==> src/rtl/ddr_rx_pkg.sv <==
`timescale 1ns/1ps
package ddr_rx_pkg;
    localparam int NUM_CH = 2;
    typedef enum logic {CH_A = 1'b0, CH_B = 1'b1} ch_e;
endpackage

==> src/rtl/ddr_phase_capture.sv <==
`timescale 1ns/1ps
module ddr_phase_capture #(
    parameter int DATA_W = 10,
    localparam int WORD_W = DATA_W + 1
) (
    input  logic              clk,
    input  logic              rst_n,
    input  logic [DATA_W-1:0] ddr_data,
    input  logic              ddr_ovr,
    output logic [WORD_W-1:0] a_cap,
    output logic [WORD_W-1:0] b_cap,
    output logic              b_full
);
    typedef struct packed {
        logic [WORD_W-1:0] word;
        logic              seen;
    } half_t;

    half_t rise_d, rise_q;
    half_t fall_d, fall_q;

    always_comb begin
        rise_d.word = {ddr_ovr, ddr_data};
        rise_d.seen = 1'b1;
        fall_d.word = {ddr_ovr, ddr_data};
        fall_d.seen = rise_q.seen;
    end

    always_ff @(posedge clk or negedge rst_n) begin
        if (!rst_n) rise_q <= '0;
        else        rise_q <= rise_d;
    end

    always_ff @(negedge clk or negedge rst_n) begin
        if (!rst_n) fall_q <= '0;
        else        fall_q <= fall_d;
    end

    assign a_cap  = rise_q.word;
    assign b_cap  = fall_q.word;
    assign b_full = fall_q.seen;
endmodule

==> src/rtl/ovr_sticky.sv <==
`timescale 1ns/1ps
module ovr_sticky #(
    parameter int N = 2
) (
    input  logic         clk,
    input  logic         rst_n,
    input  logic         clear,
    input  logic         set_en,
    input  logic [N-1:0] flags,
    output logic [N-1:0] sticky
);
    logic [N-1:0] sticky_d, sticky_q;

    always_comb begin
        for (int i = 0; i < N; i++) begin
            sticky_d[i] = (clear ? 1'b0 : sticky_q[i]) | (set_en & flags[i]);
        end
    end

    always_ff @(posedge clk or negedge rst_n) begin
        if (!rst_n) sticky_q <= '0;
        else        sticky_q <= sticky_d;
    end

    assign sticky = sticky_q;
endmodule

==> src/rtl/ddr_pair_rx.sv <==
`timescale 1ns/1ps
module ddr_pair_rx #(
    parameter int DATA_W = 10
) (
    input  logic              clk,
    input  logic              rst_n,
    input  logic [DATA_W-1:0] ddr_data,
    input  logic              ddr_ovr,
    input  logic              ovr_clear,
    output logic [DATA_W-1:0] a_word,
    output logic [DATA_W-1:0] b_word,
    output logic              a_ovr,
    output logic              b_ovr,
    output logic              a_ovr_sticky,
    output logic              b_ovr_sticky,
    output logic              pair_valid,
    output logic              code_err
);
    import ddr_rx_pkg::*;
    localparam int WORD_W = DATA_W + 1;

    logic [WORD_W-1:0] a_cap, b_cap, cap [NUM_CH];
    logic              b_full;
    logic [NUM_CH-1:0] ch_ovr, ch_bad, sticky;

    ddr_phase_capture #(.DATA_W(DATA_W)) u_capture (
        .clk(clk), .rst_n(rst_n), .ddr_data(ddr_data), .ddr_ovr(ddr_ovr),
        .a_cap(a_cap), .b_cap(b_cap), .b_full(b_full)
    );

    assign cap[CH_A] = a_cap;
    assign cap[CH_B] = b_cap;

    for (genvar c = 0; c < NUM_CH; c++) begin : g_chan
        assign ch_ovr[c] = cap[c][WORD_W-1];
        assign ch_bad[c] = ch_ovr[c] & ~(&cap[c][DATA_W-1:0]);
    end

    ovr_sticky #(.N(NUM_CH)) u_sticky (
        .clk(clk), .rst_n(rst_n), .clear(ovr_clear), .set_en(b_full),
        .flags(ch_ovr), .sticky(sticky)
    );

    typedef struct packed {
        logic [DATA_W-1:0] a;
        logic [DATA_W-1:0] b;
        logic              a_or;
        logic              b_or;
        logic              valid;
        logic              err;
    } pair_t;

    pair_t pair_d, pair_q;

    always_comb begin
        pair_d.a     = a_cap[DATA_W-1:0];
        pair_d.b     = b_cap[DATA_W-1:0];
        pair_d.a_or  = ch_ovr[CH_A];
        pair_d.b_or  = ch_ovr[CH_B];
        pair_d.valid = b_full;
        pair_d.err   = |ch_bad;
    end

    always_ff @(posedge clk or negedge rst_n) begin
        if (!rst_n) pair_q <= '0;
        else        pair_q <= pair_d;
    end

    assign a_word       = pair_q.a;
    assign b_word       = pair_q.b;
    assign a_ovr        = pair_q.a_or;
    assign b_ovr        = pair_q.b_or;
    assign pair_valid   = pair_q.valid;
    assign code_err     = pair_q.err;
    assign a_ovr_sticky = sticky[CH_A];
    assign b_ovr_sticky = sticky[CH_B];
endmodule

==> config.mk <==
export PLATFORM = sky130hd
export DESIGN_NAME = ddr_pair_rx
export DESIGN_NICKNAME = d
export VERILOG_FILES = /design/src/rtl/ddr_rx_pkg.sv /design/src/rtl/ddr_phase_capture.sv /design/src/rtl/ovr_sticky.sv /design/src/rtl/ddr_pair_rx.sv
export SDC_FILE = /design/constraint.sdc
export NUM_CORES = 1
export LEC_CHECK = 0
export ABC_AREA = 0
export BUFFER_PORTS_ARGS = -buffer_cell sky130_fd_sc_hd__clkbuf_2
export CAP_MARGIN = 20
export CORE_AREA = 2 2 56 58
export DETAILED_ROUTE_END_ITERATION = 6
export DIE_AREA = 0 0 58 60
export GPL_TIMING_DRIVEN = 1
export PLACE_DENSITY = 0.79
export REMOVE_ABC_BUFFERS = 1
export SYNTH_ARGS = -nofsm -noshare
export SYNTH_HDL_FRONTEND = slang
export SYNTH_SLANG_ARGS = --single-unit
==> constraint.sdc <==
create_clock -name clk -period 1.3 [get_ports clk]
set_clock_uncertainty 0.2 [all_clocks]
set_input_delay 0.26 -clock clk [delete_from_list [all_inputs] [get_ports clk]]
set_output_delay 0.26 -clock clk [all_outputs]
set_load 0.03 [all_outputs]
==> impl_metrics.tcl, run 1 <==
set metrics [dict create \
    worst_setup_path_endpoint "code_err" \
    cts.path.max_buffers 2 \
    share_of_the_core_filled_with_cells_in_the_final_layout_pct 72.41 \
    worst-r2r-cell-count 3 \
    clock_network_latency_to_the_later_pin_of_the_worst_skew_pair_ns 0.35 \
    timing.critical_path.buf_inv 0 \
    place.detailed.hpwl_um 1483 \
    max_cap_violations 0 \
    grt.overflow.total 0 \
    vias 763 \
    via_per_inst 4.624 \
    worst-r2r-setup-slack_ns -0.50 \
    placedInstanceArea_um2 1603 \
    finalWorstSetupSlack_ns -0.4958 \
    post_drt_wl_per_cell_um 15.93 \
    crit_path_cell_trace "nand4_1 > o31ai_2 > nand2_1" \
    timing_worst_setup_path_type "register to register" \
    hold_class "input port to async pin" \
    timing.rr.start "u_capture.b_cap[7]" \
    drt-pass1-iter-count 5 \
    initial_standard_cell_utilization_of_the_core_pct 45.86 \
    timing.critical_path.depth 3 \
    gp_congestion 0.6704 \
    dieArea_um2 3480 \
    antenna_cells_inserted 0 \
    power.density_cell_area_nw_per_um2 1386 \
    p_leak_nw 0.9954 \
    layout-drive-gt1-share_pct 40.15 \
    cp_slowest_stage_delay_ns 0.44 \
    hold_slack_ns 0.004050 \
    cts_max_level 2 \
    post_route_antenna_net_violation_count 0 \
    wl_um 2629 \
    placement_rows 20 \
    status "finished, violations left" \
    synth_seq_cells 50 \
    violations "negative setup slack" \
    cts_tree "yes" \
    drc_errors 0 \
    tightestPinTransition_ns 0.7573 \
    crit_family "flip-flops" \
    maximum_number_of_pins_on_one_net_before_global_route_repair 19 \
    crit_arrival_ns 1.86 \
    setup_viol 41 \
    drtIter0Drc 2 \
    yosysWarningCount 0 \
    design.final.nets 145 \
    cp-end-kind "register" \
    synth.cell_area_um2 1331 \
    cts_made_buffers 5 \
    critical_path_required_ns 1.36 \
    placed_cells 141 \
    setup.worst_path.start_class "register" \
    antenna_found_initial 0 \
    ys_top_cells_by_area "sky130_fd_sc_hd__dfrtp_1 71%, sky130_fd_sc_hd__dfrtn_1 23%, sky130_fd_sc_hd__nand4_1 1.9%" \
    r2r-end "code_err" \
    area_delta_synth_final_pct 57.90 \
    critical_path_peak_fanout 2 \
    post_synthesis_cells 66 \
    yosysTopAreaCellShare_pct 71.43 \
    synth_sequential_area_ratio_pct 93.98 \
    worst_setup_hold_path_clk_slew_ns 0.14 \
    global_route_wire_length_before_repair_um 4422 \
    final_cell_area_um2 2102 \
    number_of_clock_sinks_seen_by_cts 50 \
    die_h_um 60 \
    core_um2 2903 \
    die_width_um 58 \
    grtUsageTotal_pct 19.08 \
    worst_slew_margin_rel_pct 49.43 \
    ir_drop_mv 1.176 \
    num_io_pins 40 \
    port_buffers 39 \
    drv_slew 0 \
    final.setup.tns_ns -3.569 \
    worstSetupStartpoint "u_capture.b_cap[7]" \
    cpMaxStageDelayCell "sky130_fd_sc_hd__dfrtn_1" \
    final_cells 165 \
    grt_setup_unrepaired "true" \
    clk_root_buffer_cell "sky130_fd_sc_hd__clkbuf_4" \
    grt_pass1_vias 889 \
    yosys.cell_types.count 8 \
    synth_top_area_cell "sky130_fd_sc_hd__dfrtp_1" \
    final_hold_viol_count 0 \
    synthesized_area_per_cell_um2 20.17 \
]
flip-flops by register name, indices dropped and copies added, names as in the netlist, 2 cells and up:
signal / count
u_sticky.sticky: 2
u_capture.b_cap: 11
u_capture.a_cap: 11
a_word: 10
b_word: 10
worst reg2reg max path, delay by kind of cell, from the launching register on:
family	cells	cell delay, ns
simple gates	2	0.20
flops	1	0.44
compound gates	1	0.23
where the power goes:
part / switching (mW) / internal [mW]
Clock: 0.470 / 0.406
Combinational: 0.165 / 0.176
Sequential: 0.0566 / 1.64
cells in the mapped netlist:
| master | number |
|---|---|
| sky130_fd_sc_hd__o21ai_0 | 2 |
| sky130_fd_sc_hd__inv_1 | 2 |
| sky130_fd_sc_hd__dfrtp_1 | 38 |
| sky130_fd_sc_hd__nand4_1 | 4 |
| sky130_fd_sc_hd__conb_1 | 1 |
| sky130_fd_sc_hd__nand2_1 | 5 |
| sky130_fd_sc_hd__dfrtn_1 | 12 |
| sky130_fd_sc_hd__o31ai_1 | 2 |
cell type report:
class / instances / area, um^2
Multi-Input combinational cell: 14 / 77.57
Fill cell: 194 / 800.8
Timing Repair Buffer: 58 / 645.6
Clock inverter: 2 / 37.54
Clock buffer: 6 / 41.29
Tap cell: 33 / 41.29
Inverter: 2 / 7.507
Sequential cell: 50 / 1251
stage by stage:
step	worst slack (ns)	power, mW
2_1_floorplan	-0.4230	1.798
3_3_place_gp	-0.4514	1.911
3_5_place_dp	-0.5297	1.920
4_1_cts	-0.5097	2.870
5_1_grt	-0.5609	3.030
6_report	-0.4958	2.914
worst min-delay path by stage:
stage / startpoint / to / slack, ns / depth (start not counted)
finish: rst_n / b_word[0] / 0.004 / 3
global route: rst_n / u_capture.a_cap[9] / 0.08 / 3
CTS: rst_n / u_capture.b_cap[7] / 0.15 / 2
detailed placement: rst_n / a_word[0] / 0.02 / 2
global placement: rst_n / u_capture.a_cap[4] / 0.02 / 2
floorplan: rst_n / a_ovr / -0.24 / 0
placed cells by master, fill, tap and decap left out, types with 2 or more instances in the layout:
master | netlist | routed
sky130_fd_sc_hd__inv_1 | 2 | 2
sky130_fd_sc_hd__clkbuf_4 | 0 | 5
sky130_fd_sc_hd__dfrtp_1 | 38 | 38
sky130_fd_sc_hd__clkbuf_2 | 0 | 13
sky130_fd_sc_hd__dlygate4sd3_1 | 0 | 12
sky130_fd_sc_hd__buf_8 | 0 | 26
sky130_fd_sc_hd__dfrtn_1 | 12 | 12
sky130_fd_sc_hd__nand2_1 | 5 | 5
sky130_fd_sc_hd__buf_4 | 0 | 5
sky130_fd_sc_hd__o21ai_1 | 0 | 2
sky130_fd_sc_hd__nand4_1 | 4 | 4
metal layers:
metal / track usage, % / vias up / share of wire, %
li1: - / 341 / -
met1: 20.30 / 386 / 35
met2: 34.09 / 32 / 57
met3: 6.494 / 4 / 7.3
met4: 8.970 / 0 / 1.2
met5: 0 / - / 0
what timing repair did:
| action | in CTS | in global routing |
|---|---|---|
| hold endpoints to repair | 51 | 0 |
| setup endpoints to repair | 41 | 80 |
| resized for setup | 54 | 29 |
| hold buffers | 13 | 0 |
| setup buffers | 1 | 2 |
| pin swaps | 1 | 2 |
cell families (layout without fill, tap and decap cells):
| logic type | count (synthesis) | after routing | synth area share (%) |
|---|---|---|---|
| AOI/OAI and AO/OA | 4 | 4 | 1.879 |
| buffers and inverters | 2 | 68 | 0.5641 |
| DFF | 50 | 50 | 93.98 |
| other | 1 | 1 | 0.2817 |
| and+or+nand+nor | 9 | 9 | 3.289 |
(Power assumes the default switching activity.)
==> inputs of run 2 (changes only) <==
- CORE_AREA: 2 2 56 58 -> 2 2 59 61
- DIE_AREA: 0 0 58 60 -> 0 0 61 63
- PLACE_DENSITY: 0.79 -> 0.75
- clock period: 1.3 -> 1.45 ns (I/O delays scaled with it)
==> run 2 against run 1 <==
Against the previous run: final cell count increased by 8.5%; power down 14%; worst hold slack better by 0.18 ns; the run still ends with negative setup slack left; final area shrank 9.0%; non-clock buffer count increased by 1; first-iteration DRC count increased to 3.5 times the previous value; routed wire length decreased by 12%; combinational power fell by 27%; die area up 10%; via count fell by 2.4%.
==> impl_metrics.tcl, run 2 (synthesis gave the netlist of run 1 again) <==
set metrics [dict create \
    status "finished, violations left" \
    violations "negative setup slack" \
    drtIter0Drc 7 \
    clk_root_buffer_cell "sky130_fd_sc_hd__clkbuf_4" \
    die_h_um 63 \
    number_of_clock_sinks_seen_by_cts 50 \
    placed_cells 155 \
    layout-drive-gt1-share_pct 39.10 \
    worst-r2r-setup-slack_ns -0.42 \
    p_leak_nw 0.9214 \
    share_of_the_core_filled_with_cells_in_the_final_layout_pct 59.19 \
    area_delta_synth_final_pct 43.70 \
    final_hold_viol_count 0 \
    worst_setup_hold_path_clk_slew_ns 0.13 \
    critical_path_peak_fanout 2 \
    ir_drop_mv 0.7854 \
    maximum_number_of_pins_on_one_net_before_global_route_repair 32 \
    placement_rows 21 \
    timing.hold.worst.start "u_capture.a_cap[5]" \
    hold_end "a_word[5]" \
    via_per_inst 4.162 \
    antenna_cells_inserted 0 \
    hold_class "register to register" \
    place.detailed.hpwl_um 1563 \
    num_io_pins 40 \
    cts_made_buffers 5 \
    post_drt_wl_per_cell_um 12.95 \
    hold-path-cell-count 0 \
    placedInstanceArea_um2 1627 \
    vias 745 \
    critical_path_required_ns 1.50 \
    cts.path.max_buffers 2 \
    final_common_cell "sky130_fd_sc_hd__dfrtp_1" \
    cts_max_level 2 \
    finalPower_mw 2.516 \
    final.setup.tns_ns -0.6928 \
    max_cap_violations 0 \
    grt_setup_unrepaired "true" \
    core_um2 3232 \
    setup_viol 6 \
    setup.worst_path.start_class "register" \
    mostFrequentLayoutCells "38 x sky130_fd_sc_hd__dfrtp_1, 19 x sky130_fd_sc_hd__clkbuf_2, 13 x sky130_fd_sc_hd__dlygate4sd3_1, 12 x sky130_fd_sc_hd__buf_4, 12 x sky130_fd_sc_hd__dfrtn_1" \
    grt_pass1_vias 807 \
    drt-pass1-iter-count 3 \
    port_buffers 39 \
    place_ws_ns -0.4306 \
    drc_errors 0 \
    hold_slack_ns 0.1871 \
    antenna_found_initial 0 \
    post_route_antenna_net_violation_count 0 \
    global_route_wire_length_before_repair_um 3788 \
    design.final.nets 146 \
    drv_slew 0 \
    die_width_um 61 \
    cp-end-kind "register" \
    crit_arrival_ns 1.92 \
    gp_congestion 0.6998 \
    timing.rr.start "u_capture.b_cap[9]" \
    finalWorstSetupSlack_ns -0.4243 \
    final_cell_area_um2 1913 \
    grt.overflow.total 0 \
    wl_um 2318 \
    cts_tree "yes" \
    grtUsageTotal_pct 14.21 \
    initial_standard_cell_utilization_of_the_core_pct 41.19 \
    timing_worst_setup_path_type "register to register" \
    r2r-end "code_err" \
    worst-r2r-cell-count 3 \
    final_cells 179 \
    power.density_cell_area_nw_per_um2 1315 \
    fillerInstances 270 \
    dieArea_um2 3843 \
    clock_network_latency_to_the_later_pin_of_the_worst_skew_pair_ns 0.35 \
]
## run 2: cell count changes in the layout (fill, tap and decap cells not counted), moves of 6 or more
cell	delta
sky130_fd_sc_hd__buf_8	-26
sky130_fd_sc_hd__buf_2	+7
sky130_fd_sc_hd__buf_4	+7
sky130_fd_sc_hd__clkbuf_2	+6
sky130_fd_sc_hd__buf_6	+7
## run 2: worst max-delay path: stages, from the launching register on
cell and delay [ns]:
sky130_fd_sc_hd__dfrtn_1 0.44, sky130_fd_sc_hd__nand4_1 0.10, sky130_fd_sc_hd__o31ai_1 0.25, sky130_fd_sc_hd__nand2_1 0.08
## run 2: layout make-up
cell class	count	area [um^2]	share of cell area, %
timing repair buffer	59	449.2	23.48
sequential	50	1251	65.40
clock buffer	7	45.04	2.354
inverter	2	7.507	0.3924
clock inverter	1	30.03	1.570
multi-input combinational	14	72.57	3.793
tap	46	57.56	3.009
## run 2: how the worst max path moves through the flow
| stage | startpoint | end | slack, ns | cells after the start |
|---|---|---|---|---|
| floorplan | u_capture.b_cap[8] | code_err | -0.35 | 3 |
| global placement | u_capture.b_cap[2] | code_err | -0.38 | 3 |
| detailed placement | u_capture.b_cap[5] | code_err | -0.43 | 3 |
| CTS | u_capture.b_cap[5] | code_err | -0.42 | 3 |
| global route | u_capture.b_cap[8] | code_err | -0.49 | 3 |
| finish | u_capture.b_cap[9] | code_err | -0.42 | 3 |
## run 2: what timing repair did
item / in CTS / in global routing
setup endpoints to repair: 5 / 26
gates resized for setup: 2 / 53
setup buffers: 1 / 2
gates cloned: 0 / 0
pin swaps: 2 / 0
hold buffers: 13 / 0
hold endpoints to repair: 51 / 0
## run 2: per-layer routing
layer / vias up / part of all wire, % / wire (um) / track usage, %
met5: - / 0 / 0 / 0
met4: 0 / 1.0 / 24 / 4.076
met3: 3 / 9.7 / 224 / 7.867
met2: 35 / 50 / 1168 / 21.24
met1: 364 / 39 / 900 / 17.77
li1: 343 / - / - / -
## run 2: power breakdown
part           switching (mW)  internal, mW  total [mW]
clock                   0.397         0.366       0.763
sequential             0.0341          1.47        1.50
combinational           0.145         0.104       0.249
total                   0.576          1.94        2.52
